$ cat src/rtl/boot_pkg.sv
package boot_pkg;
  localparam int unsigned PC_W      = 16;
  localparam int unsigned MODE_W    = 2;
  localparam logic [MODE_W-1:0] HIGH_BOOT_MODE = 2'd2;
  localparam logic [PC_W-1:0]   HIGH_BOOT_PC   = 16'hE000;

  typedef enum logic [2:0] {
    ST_HOLD,
    ST_LATCH,
    ST_FETCH,
    ST_DECODE,
    ST_RUN
  } seq_state_e;

  // Start address chosen from the captured chip mode.
  function automatic logic [PC_W-1:0] boot_addr(input logic [MODE_W-1:0] mode);
    return (mode == HIGH_BOOT_MODE) ? HIGH_BOOT_PC : '0;
  endfunction

  // Status preset: interrupt mask pair at bits 9..8, everything else clear.
  function automatic logic [15:0] status_preset();
    logic [15:0] v;
    v = '0;
    v[9] = 1'b1;
    v[8] = 1'b1;
    return v;
  endfunction
endpackage

$ cat src/rtl/boot_rst_sync.sv
module boot_rst_sync #(
  parameter int unsigned STAGES = 2
) (
  input  logic clk,
  input  logic rst_pin_n,
  output logic rst_core_n
);
  logic [STAGES-1:0] sh_q;

  always_ff @(posedge clk or negedge rst_pin_n) begin
    if (!rst_pin_n) sh_q <= '0;
    else            sh_q <= {sh_q[STAGES-2:0], 1'b1};
  end

  assign rst_core_n = sh_q[STAGES-1];

  // release reaches the core only after the pin has been high for a cycle
  p_release_synced_r7: assert property (@(posedge clk) disable iff (!rst_pin_n)
    $rose(rst_core_n) |-> $past(rst_pin_n));
endmodule

$ cat src/rtl/boot_seq_fsm.sv
module boot_seq_fsm
  import boot_pkg::*;
(
  input  logic clk,
  input  logic rst_n,
  output logic strobe_o,
  output logic fetch_en_o,
  output logic decode_en_o,
  output logic exec_en_o
);
  seq_state_e state_q, state_d;

  always_comb begin
    case (state_q)
      ST_HOLD:   state_d = ST_LATCH;
      ST_LATCH:  state_d = ST_FETCH;
      ST_FETCH:  state_d = ST_DECODE;
      ST_DECODE: state_d = ST_RUN;
      default:   state_d = ST_RUN;
    endcase
  end

  always_ff @(posedge clk or negedge rst_n) begin
    if (!rst_n) state_q <= ST_HOLD;
    else        state_q <= state_d;
  end

  assign strobe_o    = (state_q == ST_LATCH);
  assign fetch_en_o  = (state_q == ST_FETCH) || (state_q == ST_DECODE) || (state_q == ST_RUN);
  assign decode_en_o = (state_q == ST_DECODE) || (state_q == ST_RUN);
  assign exec_en_o   = (state_q == ST_RUN);

  // capture strobe lasts one clock
  p_strobe_single_r8: assert property (@(posedge clk) disable iff (!rst_n)
    strobe_o |=> !strobe_o);
  // decode only begins after a fetch cycle
  p_decode_after_fetch_r11: assert property (@(posedge clk) disable iff (!rst_n)
    $rose(decode_en_o) |-> $past(fetch_en_o));
  // execute begins right after decode, never directly after fetch
  p_exec_after_decode_r11: assert property (@(posedge clk) disable iff (!rst_n)
    $rose(exec_en_o) |-> ($past(decode_en_o) && !$past(exec_en_o)));
  // enables never drop while out of reset
  p_exec_sticky_r11: assert property (@(posedge clk) disable iff (!rst_n)
    exec_en_o |=> exec_en_o);
endmodule

$ cat src/rtl/boot_ctl_regs.sv
module boot_ctl_regs
  import boot_pkg::*;
#(
  parameter int unsigned N_MOD = 8,
  parameter int unsigned REG_W = 16,
  parameter int unsigned SP_W  = 6,
  parameter int unsigned OMR_W = 8
) (
  input  logic                   clk,
  input  logic                   rst_n,
  input  logic [MODE_W-1:0]      mode_pins,
  input  logic                   load_mode,
  output logic [N_MOD*REG_W-1:0] addr_mod_o,
  output logic [REG_W-1:0]       int_prio_o,
  output logic [REG_W-1:0]       bus_wait_o,
  output logic [SP_W-1:0]        stack_ptr_o,
  output logic [REG_W-1:0]       status_o,
  output logic [OMR_W-1:0]       opmode_o,
  output logic [MODE_W-1:0]      mode_o
);
  localparam int unsigned CTL_W = OMR_W - MODE_W;
  localparam logic [REG_W-1:0] SR_PRESET = REG_W'(status_preset());

  // Modifier lanes: one preset register per lane
  for (genvar g = 0; g < N_MOD; g++) begin : g_mod
    logic [REG_W-1:0] mod_q;
    always_ff @(posedge clk or negedge rst_n) begin
      if (!rst_n) mod_q <= '1;
      else        mod_q <= mod_q;
    end
    assign addr_mod_o[g*REG_W +: REG_W] = mod_q;
  end

  logic [REG_W-1:0]  ipr_q, bcr_q, sr_q;
  logic [SP_W-1:0]   sp_q;
  logic [CTL_W-1:0]  omr_ctl_q;
  logic [MODE_W-1:0] mode_q;

  always_ff @(posedge clk or negedge rst_n) begin
    if (!rst_n) begin
      ipr_q     <= '0;
      bcr_q     <= '1;
      sr_q      <= SR_PRESET;
      sp_q      <= '0;
      omr_ctl_q <= '0;
    end else begin
      ipr_q     <= ipr_q;
      bcr_q     <= bcr_q;
      sr_q      <= sr_q;
      sp_q      <= sp_q;
      omr_ctl_q <= omr_ctl_q;
    end
  end

  // Chip mode is not touched by reset; it loads only on the capture strobe
  always_ff @(posedge clk) begin
    if (load_mode) mode_q <= mode_pins;
  end

  assign int_prio_o  = ipr_q;
  assign bus_wait_o  = bcr_q;
  assign status_o    = sr_q;
  assign stack_ptr_o = sp_q;
  assign mode_o      = mode_q;
  assign opmode_o    = {omr_ctl_q, mode_q};

  // chip mode only moves in the cycle after a strobe
  p_mode_hold_r9: assert property (@(posedge clk) disable iff (!rst_n)
    !$past(load_mode) |-> $stable(mode_q));
endmodule

$ cat src/rtl/core_boot_seq.sv
module core_boot_seq
  import boot_pkg::*;
#(
  parameter int unsigned N_MOD       = 8,
  parameter int unsigned REG_W       = 16,
  parameter int unsigned SP_W        = 6,
  parameter int unsigned OMR_W       = 8,
  parameter int unsigned SYNC_STAGES = 2
) (
  input  logic                   clk,
  input  logic                   rst_pin_n,
  input  logic                   mode_a,
  input  logic                   mode_b,
  output logic [N_MOD*REG_W-1:0] addr_mod_o,
  output logic [REG_W-1:0]       int_prio_o,
  output logic [REG_W-1:0]       bus_wait_o,
  output logic [SP_W-1:0]        stack_ptr_o,
  output logic [REG_W-1:0]       status_o,
  output logic [OMR_W-1:0]       opmode_o,
  output logic                   core_rst_n_o,
  output logic                   mode_strobe_o,
  output logic [PC_W-1:0]        boot_pc_o,
  output logic                   fetch_en_o,
  output logic                   decode_en_o,
  output logic                   exec_en_o
);
  logic              rst_core_n;
  logic              strobe;
  logic [MODE_W-1:0] mode_cur;

  boot_rst_sync #(.STAGES(SYNC_STAGES)) u_sync (
    .clk        (clk),
    .rst_pin_n  (rst_pin_n),
    .rst_core_n (rst_core_n)
  );

  boot_seq_fsm u_fsm (
    .clk         (clk),
    .rst_n       (rst_core_n),
    .strobe_o    (strobe),
    .fetch_en_o  (fetch_en_o),
    .decode_en_o (decode_en_o),
    .exec_en_o   (exec_en_o)
  );

  boot_ctl_regs #(
    .N_MOD (N_MOD),
    .REG_W (REG_W),
    .SP_W  (SP_W),
    .OMR_W (OMR_W)
  ) u_regs (
    .clk         (clk),
    .rst_n       (rst_core_n),
    .mode_pins   ({mode_b, mode_a}),
    .load_mode   (strobe),
    .addr_mod_o  (addr_mod_o),
    .int_prio_o  (int_prio_o),
    .bus_wait_o  (bus_wait_o),
    .stack_ptr_o (stack_ptr_o),
    .status_o    (status_o),
    .opmode_o    (opmode_o),
    .mode_o      (mode_cur)
  );

  assign core_rst_n_o  = rst_core_n;
  assign mode_strobe_o = strobe;
  assign boot_pc_o     = boot_addr(mode_cur);

  // the first fetch follows the capture strobe directly
  p_fetch_after_strobe_r11: assert property (@(posedge clk) disable iff (!rst_core_n)
    $rose(fetch_en_o) |-> $past(strobe));
  // start address holds once fetching has begun
  p_boot_pc_steady_r10: assert property (@(posedge clk) disable iff (!rst_core_n)
    (fetch_en_o && $past(fetch_en_o)) |-> $stable(boot_pc_o));
endmodule

$ cat config.mk
export PLATFORM = sky130hd
export DESIGN_NAME = core_boot_seq
export DESIGN_NICKNAME = d
export VERILOG_FILES = /design/src/rtl/boot_pkg.sv /design/src/rtl/boot_rst_sync.sv /design/src/rtl/boot_seq_fsm.sv /design/src/rtl/boot_ctl_regs.sv /design/src/rtl/core_boot_seq.sv
export SDC_FILE = /design/constraint.sdc
export NUM_CORES = 1
export LEC_CHECK = 0
export BUFFER_PORTS_ARGS = -buffer_cell sky130_fd_sc_hd__buf_2
export CORE_AREA = 3 3 82 84
export DETAILED_ROUTE_END_ITERATION = 8
export DIE_AREA = 0 0 85 87
export MAX_ROUTING_LAYER = met4
export PLACE_DENSITY = 0.82
export SYNTH_ARGS = -nofsm -noshare
export SYNTH_HDL_FRONTEND = slang
export SYNTH_SLANG_ARGS = --single-unit
export TNS_END_PERCENT = 1
$ cat constraint.sdc
create_clock -name clk -period 1.99 [get_ports clk]
set_input_delay 0.398 -clock clk [delete_from_list [all_inputs] [get_ports clk]]
set_output_delay 0.398 -clock clk [all_outputs]
set_load 0.05 [all_outputs]
# Yosys cells after proc, flatten, opt, wreduce, memory -nomap -nowiden
# Cells that the tools add are included.
dict set report word_totals {
  input_bits 4
  word_cells 14
  register_bits 7
}
dict set report op_classes {
  eq_ne 5
  n_mux 2
  reduce_logical 4
}
# operator count
set ops {}
lappend ops {{16-bit two-way mux} 1}
lappend ops {{3-bit case mux with 3 select lines} 1}
lappend ops {{3-bit by 2-bit == test with 1-bit output, second input constant} 2}
lappend ops {{3-bit by 1-bit == test with 1-bit output, second input constant} 1}
lappend ops {{3-bit == test, second input constant} 1}
lappend ops {{3-bit zero test} 1}
lappend ops {{1-bit logical OR} 3}
lappend ops {{2-bit == test, second input constant} 1}

# Logic depth before layout (Yosys ltp)
# Gate-level depths: netlist of the first run.
dict set report depth {
  word_depth 3
  mapped_depth 2
}

# Modules after synthesis
# From an unflattened synthesis of the first run, not the netlist that was laid out.
dict set report unflattened {
  cells_unflattened 228
  area_unflattened_um2 1823.0
}
# module cells_each seq_area_each_um2 n_inst area_per_inst_um2
set by_module_without_submodules {}
lappend by_module_without_submodules {boot_ctl_regs 194 60.1 1 1493.9}
lappend by_module_without_submodules {boot_seq_fsm 14 75.1 1 145.1}
lappend by_module_without_submodules {core_boot_seq 17 0.0 1 130.1}
lappend by_module_without_submodules {boot_rst_sync 3 50.0 1 53.8}

# Least setup slack after synthesis of the first run
# OpenSTA, ideal clock, no wires.
dict set report synth_timing {
  path_type {register to output}
  start {register u_regs.mode_q[1] (netlist: u_regs.mode_o[1])}
  end {output boot_pc_o[14]}
  path_buffers 1
  arrival_ns 1.810
  t_required_ns 1.592
  slack_ns -0.218
  path_stages_with_launch 3
  path_cell_list {edfxtp_1 nor2b_1 buf_4}
}
dict set report synth_between {
  elab_chain_len 2
}
# item line_no
set synth_lines {}
lappend synth_lines {{from (decl)} boot_ctl_regs.sv:37} ;# logic [MODE_W-1:0] mode_q;
lappend synth_lines {{from (signal assigned)} boot_ctl_regs.sv:57} ;# if (load_mode) mode_q <= mode_pins;
lappend synth_lines {{2-bit == test} boot_pkg.sv:17} ;# return (mode == HIGH_BOOT_MODE) ? HIGH_BOOT_PC : '0;
lappend synth_lines {{16-bit two-way mux} boot_pkg.sv:17}
lappend synth_lines {{to (decl)} core_boot_seq.sv:22} ;# output logic [PC_W-1:0] boot_pc_o,
# Every way passes these cells.

# Final worst setup path of the first run
dict set report layout_timing {
  start {register u_fsm.state_q[2]}
  end {output decode_en_o}
}
dict set report layout_between {
  elab_chain_len 2
}
# item line_no
set layout_lines {}
lappend layout_lines {{from (decl)} boot_seq_fsm.sv:11} ;# seq_state_e state_q, state_d;
lappend layout_lines {{from (signal assigned)} boot_seq_fsm.sv:25} ;# else state_q <= state_d;
lappend layout_lines {{3-bit by 2-bit == test with 1-bit output / 3-bit == test (equally long branches)} boot_seq_fsm.sv:30} ;# assign decode_en_o = (state_q == ST_DECODE) || (state_q == ST_RUN);
lappend layout_lines {{1-bit logical OR *} boot_seq_fsm.sv:30}
lappend layout_lines {{to (decl)} core_boot_seq.sv:24} ;# output logic decode_en_o,
# Mark *: on every way between the ends. The rest lies on a longest branch, timed or not.

==> results of run 1 <==
[sequential cells by signal, indices dropped and copies added (netlist names)]
name and cells:
u_fsm.state_q 3, u_regs.mode_o 2, u_sync.sh_q 2
[cells in the final DEF (no fill, tap or decap), drive strengths merged]
master,instances
buf,13
clkbuf,3
clkinv,1
conb,202
dfrtp,5
dlygate4sd3,1
edfxtp,2
inv,2
nand2,1
nand2b,1
nor2,2
nor2b,1
nor3b,2
o21ai,2
or3b,1
xnor2,1
[through the flow]
step | setup WS (ns) | utilization [%] | area (um^2)
floorplan | -0.004859 | - | 2544
global placement | 0.4042 | 19.67 | 1179
detailed placement | 0.3792 | 19.67 | 1179
CTS | 0.1195 | 20.61 | 1235
global route | 0.02707 | 20.61 | 1235
finish | 0.1254 | 20.61 | 1235
[power by group through the flow]
stage                     Combinational [mW]  Sequential [mW]  Clock, mW
after floorplan                         1.13            0.158          0
after global placement                 0.826            0.155          0
after detailed placement               0.826            0.155          0
after CTS                              0.828            0.152      0.211
after global routing                   0.860            0.153      0.220
final                                  0.841            0.152      0.204
[kinds of logic after synthesis]
kind of cell | share of synthesized area (%)
xor gates and xnor gates | 0.4893
buffers and inverters | 85.53
AOI/OAI and AO/OA | 0.5591
other | 0.4194
and+or+nand+nor | 2.656
DFF | 10.34
[per-layer routing]
metal | up-vias | global-route usage (%) | part of all wire [%]
met2 | 113 | 5.720 | 57
li1 | 302 | - | -
met1 | 297 | 1.869 | 13
met5 | - | - | 0
met3 | 4 | 0.2838 | 25
met4 | 0 | 6.475 | 4.9
[cell type report]
cell class	count	area, um^2	area share (%)
clock inverters	1	5.005	0.4053
well taps	75	93.84	7.599
inverters	2	7.507	0.6079
repair buffers	14	75.07	6.079
multi-input cells	213	827.0	66.97
clock buffers	3	41.29	3.343
flip-flops and latches	7	185.2	15.00
[worst max path at each step]
stage,endpoint,start,depth (start not counted)
final,decode_en_o,u_fsm.state_q[2]$_DFF_PN0_,3
after global routing,decode_en_o,u_fsm.state_q[2]$_DFF_PN0_,3
after CTS,decode_en_o,u_fsm.state_q[2]$_DFF_PN0_,3
after detailed placement,decode_en_o,u_fsm.state_q[2]$_DFF_PN0_,3
after global placement,decode_en_o,u_fsm.state_q[2]$_DFF_PN0_,3
after floorplan,mode_strobe_o,u_fsm.state_q[1]$_DFF_PN0_,1
==> summary.md, run 1 <==
| Metric | Value |
|---|---|
| Critical R2R Launch | `u_fsm.state_q[1]$_DFF_PN0_` |
| Synth Cell Area | `1790 um^2` |
| Top_reg_cell synth | `dfrtp_1` |
| Cts repair resizes | `0` |
| DR vias | `716` |
| Switching share of total power | `75.71%` |
| Crit Path Max Fanout | `8` |
| First-pass GRT wire length | `1.635 mm` |
| Maximum root-to-sink buffer count | `2` |
| Non-Filler Instances | `315` |
| Layout cells sized above 1 | `7.500%` |
| Reg-to-reg slack, setup | `0.89 ns` |
| RSZ-0062 raised after global routing | `false` |
| Fillers | `686` |
| Sequential fraction of design power | `12.7%` |
| Post-CTS Hold Buffers | `1` |
| Post-Syn Area per Cell | `7.958 um^2` |
| Hold WC Path Type | `register to asynchronous set/reset pin` |
| Arr. time, crit path | `1.47 ns` |
| Grt ovf | `0` |
| CTS Root Cell | `clkbuf_8` |
| Total track usage | `3.283%` |
| Power, Total | `1.197 mW` |
| H-Tree Depth | `1` |
| Post-synth ARST share | `71.43%` |
| Status | `finished, final reports clean` |
| Post-DRT Antenna Nets | `0` |
| Synth warn | `0` |
| Top cells by area, synth | `buf_4 85%, dfrtp_1 7.0%, edfxtp_1 3.4%, nor3b_1 0.84%, o21ai_0 0.56%` |
| Worst R2R End | `u_regs.mode_o[1]$_DFFE_PN_` |
| Cells after synthesis | `225` |
| Die footprint | `7395 um^2` |
| Leak | `0.8330 nW` |
| Area grow syn2layout | `-31.03%` |
| Drt via density | `2.273` |
| Yosys top cell by area | `buf_4` |
| Post-CTS setup buffer count | `0` |
| Clock power share | `17.0%` |
| CP required | `1.59 ns` |
| Sequential share of the synthesized area | `10.34%` |
| CP cell instances | `or3b_1 > o21ai_0 > buf_2` |
| Post-synth top area share | `85.12%` |
| Netlist cell types | `13` |
| WP buf/inv | `1` |
| DP HPWL | `1.818 mm` |
| Int Pwr | `290.7 uW` |
| Final Cycle Share | `93.70%` |
| P per Cell Area | `969.1 nW/um^2` |
| Setup violators final | `0` |
| Gpl congestion | `0.6590` |
| EDFF count, synth | `2` |
| NumNets Final | `245` |
| Maxcap violations | `0` |
| Final setup TNS | `0 ns` |
| Final Critical Period | `1.865 ns` |
| Seq cells post-synth | `7` |
| Count leader, synth | `buf_4` |
| Crit-path max cell delay | `0.44 ns` |
| Clock skew | `0.005255 ns` |
| DRT Wirelength | `1.930 mm` |
| Worst path top cell family by delay | `flip-flops` |
| # diodes | `0` |
| Worst reg-to-reg path cell count | `1` |
| F_max | `0.5363 GHz` |
| Startpoint class of the critical path | `register` |
| Initial antenna violation count | `0` |
| Die Wd | `85 um` |
| VDD IR max | `0.0005959 V` |
| # IOs | `215` |
| Max-slew violation count | `0` |
| # DRC | `0` |
| Vias in the first global route | `365` |
| CTS Sinks | `7` |
| Fin. Hold Viols | `0` |
| Port bufs | `13` |
| Synth top cells by count | `203 x buf_4, 5 x dfrtp_1` |
| Fin Hold WS | `0.05532 ns` |
| Initial DRT Pass Iterations | `2` |
| Sw Pwr | `906.1 uW` |
| Clock Pin Slew Worst Setup and Hold Paths | `0.04 ns` |
| Critical path type | `register to output port` |
| Core area | `5991 um^2` |
| Pin count of the biggest net entering global routing | `9` |
| Row cnt | `28` |
| Routed len/inst | `6.127 um` |
| 1st-iter DRT viols | `3` |
| TritonCTS Buffers | `3` |
| Die H | `87 um` |
| CP max stage cell | `dfrtp_1` |
| Clock latency on the worst-skew pair | `0.23 ns` |
| Setup crit end kind | `output port` |
| Combinational Power Share | `70.3%` |
| CTS tree | `yes` |
| Initial Util | `29.89%` |
| Placed Cells | `310` |
Power figures use the tool's default switching activity.
==> run 2, diff against run 1 <==
BUFFER_PORTS_ARGS = -buffer_cell sky130_fd_sc_hd__buf_4   (was -buffer_cell sky130_fd_sc_hd__buf_2)
CTS_BUF_LIST = sky130_fd_sc_hd__clkbuf_8 sky130_fd_sc_hd__clkbuf_16   (was not set)
==> run 2 against run 1 <==
Compared with the run above:
- non-clock buffer count unchanged
- setup slack better by 0.075 ns
- cell area up 2.6%
- register-to-register slack worse by 0.04 ns
- die area unchanged
- critical path type unchanged
- critical endpoint unchanged
==> summary.md, run 2 (synthesized netlist as in run 1, its figures left out) <==
| Metric | Value |
|---|---|
| Status | `finished, final reports clean` |
| Critical Path Sink | `decode_en_o` |
| Maxcap violations | `0 (unchanged)` |
| Final Cycle Share | `89.92% (-3.8 points)` |
| Final Critical Period | `1.789 ns (-0.07510 ns)` |
| Met3 usage | `0.2838% (unchanged)` |
| Final Instance Area | `1267 um^2 (+2.6%)` |
| Cts repair resizes | `0 (unchanged)` |
| Port bufs | `13 (unchanged)` |
| Arr. time, crit path | `1.39 ns (-0.08 ns)` |
| Clock power share | `16.6% (-0.4 points)` |
| Global route hottest layer | `met2` |
| Placed cell area | `1211 um^2 (+2.8%)` |
| Maximum root-to-sink buffer count | `2 (unchanged)` |
| DRT Wirelength | `1.876 mm (-2.8%)` |
| Clock skew | `0.005649 ns (+0.0003943 ns)` |
| Initial DRT Pass Iterations | `1 (-1)` |
| 1st-iter DRT viols | `0 (-3)` |
| Max-slew violation count | `0 (unchanged)` |
| Row cnt | `28 (unchanged)` |
| Fin. Hold Viols | `0 (unchanged)` |
| Met1 usage | `2.039% (+0.17 points)` |
| First-pass GRT wire length | `1.593 mm (-2.6%)` |
| CP required | `1.59 ns (about the same)` |
| Worst R2R End | `u_regs.mode_o[1]$_DFFE_PN_` |
| Gpl congestion | `0.6509 (-1.2%)` |
| F_max | `0.5588 GHz (+4.2%)` |
| Routing usage on met2 | `5.367% (-0.35 points)` |
| CTS tree | `yes` |
| Highest-count cells in the layout ignoring fill and taps | `202 x conb_1, 13 x buf_4, 5 x dfrtp_1` |
| VDD IR max | `0.0004489 V (-25%)` |
| Clock latency on the worst-skew pair | `0.23 ns (about the same)` |
| Worst reg-to-reg path cell count | `1 (unchanged)` |
| Startpoint class of the critical path | `register` |
| Area grow syn2layout | `-29.21%` |
| TritonCTS Buffers | `3 (unchanged)` |
| Non-Filler Instances | `315 (unchanged)` |
| Critical R2R Launch | `u_fsm.state_q[1]$_DFF_PN0_` |
| CTS Sinks | `7 (unchanged)` |
| Die H | `87 um (unchanged)` |
| CTS Root Cell | `clkbuf_8` |
| Hold WC Path Type | `register to asynchronous set/reset pin` |
| Commonest non-fill, non-tap cell in the layout | `conb_1` |
| NumNets Final | `245 (unchanged)` |
| Pin count of the biggest net entering global routing | `9 (unchanged)` |
| Grt ovf | `0 (unchanged)` |
| RSZ-0062 raised after global routing | `false` |
| Placed Cells | `310 (unchanged)` |
| # DRC | `0 (unchanged)` |
| Max FFs per register | `3 (unchanged)` |
| Post-DRT Antenna Nets | `0 (unchanged)` |
| Sw Pwr | `901.3 uW (-0.53%)` |
| Total track usage | `2.939% (-0.34 points)` |
| Drt via density | `2.276 (+0.14%)` |
| Layout Utilization | `21.16% (+0.54 points)` |
| # IOs | `215 (unchanged)` |
| Reg-to-reg slack, setup | `0.85 ns (-0.04 ns)` |
| Power, Total | `1.194 mW (-0.24%)` |
| Critical path type | `register to output port` |
| Clock Pin Slew Worst Setup and Hold Paths | `0.04 ns (about the same)` |
| Setup crit end kind | `output port` |
| Critical path origin | `u_fsm.state_q[0]$_DFF_PN0_` |
| P per Cell Area | `941.9 nW/um^2 (-2.8%)` |
| Die Wd | `85 um (unchanged)` |
| Vias in the first global route | `361 (-1.1%)` |
| Layout cells sized above 1 | `7.500% (unchanged)` |
| Routed len/inst | `5.956 um (-2.8%)` |
| Switching share of total power | `75.50% (-0.22 points)` |
| Crit Path Max Fanout | `6 (-2)` |
| Initial Util | `29.89% (unchanged)` |
| Most flop-heavy register | `u_fsm.state_q` |
| Setup violators final | `0 (unchanged)` |
| Initial antenna violation count | `0 (unchanged)` |
| Combinational Power Share | `70.6% (+0.3 points)` |
| H-Tree Depth | `1 (unchanged)` |
| Core area | `5991 um^2 (unchanged)` |
| DR vias | `717 (+0.14%)` |
| Int Pwr | `292.5 uW (+0.64%)` |
| # diodes | `0 (unchanged)` |
| Die footprint | `7395 um^2 (unchanged)` |
| Leak | `0.8448 nW (+1.4%)` |
| Fin Hold WS | `0.05340 ns (-0.001929 ns)` |
| DP HPWL | `1.806 mm (-0.68%)` |
| Sequential fraction of design power | `12.8% (about the same)` |
run 2: cell types whose count changed in the layout (fill, tap and decap cells not counted):
cell / before / now
buf_4: 0 / 13
buf_2: 13 / 0
run 2: per-layer routing:
layer / up-vias / wire length [um]
met5: - / 0
met3: 4 / 456
li1: 303 / -
met1: 297 / 289
met4: 0 / 58
met2: 113 / 1071
run 2: cell type report:
cell class | count | area [um^2]
inverter | 2 | 7.507
sequential | 7 | 185.2
tap | 75 | 93.84
multi-input combinational | 213 | 827.0
clock buffer | 3 | 41.29
clock inverter | 1 | 5.005
fill | 664 | 4723
timing repair buffer | 14 | 107.6
run 2: repair_timing:
item,CTS,global route
hold buffers,1,0
setup buffers,0,0
endpoints found under the hold margin,2,0
run 2: worst min-delay path by stage:
stage	start	to	slack (ns)	cells past startpoint
2_1_floorplan	rst_pin_n	u_sync.sh_q[0]$_DFF_PN0_	0.10	0
3_3_place_gp	u_sync.sh_q[1]$_DFF_PN0_	u_fsm.state_q[1]$_DFF_PN0_	0.06	0
3_5_place_dp	u_sync.sh_q[1]$_DFF_PN0_	u_fsm.state_q[0]$_DFF_PN0_	0.05	0
4_1_cts	u_sync.sh_q[1]$_DFF_PN0_	u_fsm.state_q[0]$_DFF_PN0_	0.06	0
5_1_grt	u_sync.sh_q[1]$_DFF_PN0_	u_fsm.state_q[1]$_DFF_PN0_	0.07	0
6_report	u_sync.sh_q[1]$_DFF_PN0_	u_fsm.state_q[0]$_DFF_PN0_	0.05	0
run 2: power groups by stage:
| stage | Combinational [mW] | Sequential, mW | Clock (mW) |
|---|---|---|---|
| 6_report | 0.843 | 0.152 | 0.198 |
| 5_1_grt | 0.863 | 0.153 | 0.216 |
| 4_1_cts | 0.830 | 0.152 | 0.206 |
| 3_5_place_dp | 0.829 | 0.155 | 0 |
| 3_3_place_gp | 0.829 | 0.155 | 0 |
| 2_1_floorplan | 1.13 | 0.158 | 0 |
run 2: per-stage QoR:
| stage | setup slack, ns | setup TNS (ns) |
|---|---|---|
| 4_1_cts | 0.1836 | 0 |
| 5_1_grt | 0.1034 | 0 |
| 2_1_floorplan | -0.004859 | -0.004859 |
| 6_report | 0.2005 | 0 |
| 3_5_place_dp | 0.4455 | 0 |
| 3_3_place_gp | 0.4469 | 0 |
run 2: worst max-delay path, stage by stage, from the launching register on:
cell and delay, ns:
dfrtp_1 0.42, or3b_1 0.42, o21ai_0 0.10, buf_4 0.23
==> run 3, diff against run 2 <==
PLACE_DENSITY = 0.83   (was 0.82)
SYNTH_HIERARCHICAL = 1   (was not set)
==> run 3 against run 2 <==
Compared with the run above:
- combinational power hardly changed
- critical path type unchanged
- synthesized cell count is 1.3% higher
- wire length is 2.4% higher
- largest power group unchanged
- sequential power hardly changed
- first-iteration DRC count is 3 higher
- non-clock buffer count stayed put
- global-route usage is 0.14 points higher
- count of clock-buffer cells in the layout stayed put
- clock skew is 0.0034 ns lower
==> summary.md, run 3 <==
| Metric | Value |
|---|---|
| CTS tree | `yes` |
| Grt ovf | `0 (unchanged)` |
| Crit Path Max Fanout | `6 (unchanged)` |
| Synth Cell Area | `1823 um^2 (+1.8%)` |
| Worst Slack Setup Final | `0.3088 ns (+0.1082 ns)` |
| Most flop-heavy register | `u_fsm/state_q` |
| WP buf/inv | `1 (unchanged)` |
| Top_reg_cell synth | `dfrtp_1` |
| Leak | `0.8593 nW (+1.7%)` |
| Core area | `5991 um^2 (unchanged)` |
| Port bufs | `13 (unchanged)` |
| First-pass GRT wire length | `1.731 mm (+8.7%)` |
| Clock latency on the worst-skew pair | `0.23 ns (about the same)` |
| Vias in the first global route | `376 (+4.2%)` |
| Setup violators final | `0 (unchanged)` |
| DRT Wirelength | `1.921 mm (+2.4%)` |
| Commonest non-fill, non-tap cell in the layout | `conb_1` |
| # DRC | `0 (unchanged)` |
| CTS Sinks | `7 (unchanged)` |
| Initial DRT Pass Iterations | `2 (+1)` |
| # diodes | `0 (unchanged)` |
| Synth warn | `6 (+6)` |
| Final Instance Area | `1279 um^2 (+0.89%)` |
| Max-slew violation count | `0 (unchanged)` |
| NumNets Final | `244 (-0.41%)` |
| Post-synth top area share | `84.42% (-0.70 points)` |
| Maximum root-to-sink buffer count | `2 (unchanged)` |
| Final Critical Period | `1.681 ns (-0.1082 ns)` |
| RSZ-0062 raised after global routing | `false` |
| Die footprint | `7395 um^2 (unchanged)` |
| Post-Syn Area per Cell | `7.996 um^2 (+0.48%)` |
| Initial Util | `30.43% (+0.54 points)` |
| Count leader, synth | `buf_4` |
| Post-synth ARST share | `71.43% (unchanged)` |
| Top cells by area, synth | `buf_4 84%, dfrtp_1 6.9%, edfxtp_1 3.3%, conb_1 0.82%, nor2b_4 0.75%` |
| Fillers | `664 (unchanged)` |
| Initial antenna violation count | `0 (unchanged)` |
| Fin. Hold Viols | `0 (unchanged)` |
| Post-DRT Antenna Nets | `0 (unchanged)` |
| Critical R2R Launch | `u_fsm/state_q[1]$_DFF_PN0_` |
| Post-CTS setup buffer count | `0 (unchanged)` |
| P per Cell Area | `934.9 nW/um^2 (-0.74%)` |
| TritonCTS Buffers | `3 (unchanged)` |
| Maxcap violations | `0 (unchanged)` |
| Cts repair resizes | `0 (unchanged)` |
| Critical path type | `register to output port` |
| Seq cells post-synth | `7 (unchanged)` |
| Die Wd | `85 um (unchanged)` |
| Power, Total | `1.195 mW (+0.14%)` |
| Sequential share of the synthesized area | `10.16% (-0.18 points)` |
| H-Tree Depth | `1 (unchanged)` |
| CP required | `1.59 ns (about the same)` |
| VDD IR max | `0.0004557 V (+1.5%)` |
| Hold WC Path Type | `register to asynchronous set/reset pin` |
| Status | `finished, final reports clean` |
| Clock skew | `0.002277 ns (-0.003373 ns)` |
| Cells after synthesis | `228 (+1.3%)` |
| 1st-iter DRT viols | `3 (+3)` |
| Total track usage | `3.080% (+0.14 points)` |
| Netlist cell types | `14 (+1)` |
| Yosys top cell by area | `buf_4` |
| Crit-path max cell delay | `0.46 ns (+0.04 ns)` |
| Final Cycle Share | `84.48% (-5.4 points)` |
| F_max | `0.5948 GHz (+6.4%)` |
| Drt via density | `2.322 (+2.0%)` |
| Die H | `87 um (unchanged)` |
| Setup crit end kind | `output port` |
| CP max stage cell | `dfrtp_1` |
| Post-CTS Hold Buffers | `1 (unchanged)` |
| # IOs | `215 (unchanged)` |
| Highest-count cells in the layout ignoring fill and taps | `202 x conb_1, 13 x buf_4, 5 x dfrtp_1` |
| Critical path origin | `u_fsm/state_q[1]$_DFF_PN0_` |
| Area grow syn2layout | `-29.86%` |
| Pin count of the biggest net entering global routing | `7 (-2)` |
| Startpoint class of the critical path | `register` |
| CP cell instances | `nor3b_2 > nand2b_1 > buf_4` |
| Pre-CTS WS | `0.5626 ns (+0.1171 ns)` |
| DR vias | `729 (+1.7%)` |
| DP HPWL | `1.771 mm (-1.9%)` |
| Clock Pin Slew Worst Setup and Hold Paths | `0.04 ns (about the same)` |
| Placed cell area | `1224 um^2 (+1.0%)` |
| Synth top cells by count | `205 x buf_4, 5 x dfrtp_1, 4 x conb_1` |
| EDFF count, synth | `2 (unchanged)` |
| Routed len/inst | `6.118 um (+2.7%)` |
| Layout cells sized above 1 | `8.368% (+0.87 points)` |
| Max FFs per register | `3 (unchanged)` |
| CTS Root Cell | `clkbuf_8` |
| Arr. time, crit path | `1.28 ns (-0.11 ns)` |
| Row cnt | `28 (unchanged)` |
| Worst path top cell family by delay | `flip-flops` |
| Gpl congestion | `0.6958 (+6.9%)` |
run 3: report_power, final:
part	leakage, nW	switching (mW)	total (mW)	internal (mW)
Clock	0.0269	0.0655	0.199	0.134
Combinational	0.754	0.838	0.844	0.00625
Sequential	0.0780	0.00152	0.152	0.151
run 3: worst paths after layout:
| check | end | cells past startpoint | slack [ns] |
|---|---|---|---|
| worst min register to register | u_fsm/state_q[1]$_DFF_PN0_ | 0 | 0.05 |
| max in group asynchronous | u_sync/sh_q[1]$_DFF_PN0_ | 2 | 1.43 |
| worst max register to register | u_regs/mode_o[1]$_DFFE_PP_ | 1 | 0.90 |
| worst max-delay path | decode_en_o | 3 | 0.31 |
| worst min-delay path | u_fsm/state_q[1]$_DFF_PN0_ | 0 | 0.05 |
| min in group clk | u_sync/sh_q[1]$_DFF_PN0_ | 0 | 0.34 |
run 3: cells by family after synthesis:
logic type	synth area share, %
and+or+nand+nor	3.432
buffers and inverters	84.63
DFF	10.16
xor gates and xnor gates	0.4805
AOI/OAI and AO/OA	0.4805
other	0.8234
run 3: stage by stage:
step                util [%]  instances  hold slack [ns]  TNS, ns
floorplan                  -        426           0.1024  -0.1024
global placement       20.43        309          0.05403        0
detailed placement     20.43        309          0.05258        0
CTS                    21.35        314          0.05486        0
global route           21.35        314          0.07238        0
finish                 21.35        314          0.04847        0
run 3: per-layer routing:
| metal | up-vias | wire length [um] | track usage, % |
|---|---|---|---|
| li1 | 299 | - | - |
| met1 | 307 | 292 | 2.151 |
| met2 | 120 | 1082 | 5.579 |
| met3 | 3 | 515 | 1.419 |
| met4 | 0 | 29 | 2.878 |
| met5 | - | 0 | - |
run 3: layout make-up:
type                            instances  area, um^2  share of cell area, %
Tap cell                               75       93.84                  7.339
Sequential cell                         7       185.2                  14.48
Clock buffer                            3       41.29                  3.229
Clock inverter                          1       3.754                 0.2935
Inverter                                1       3.754                 0.2935
Timing Repair Buffer                   14       107.6                  8.415
Multi-Input combinational cell        213       843.3                  65.95
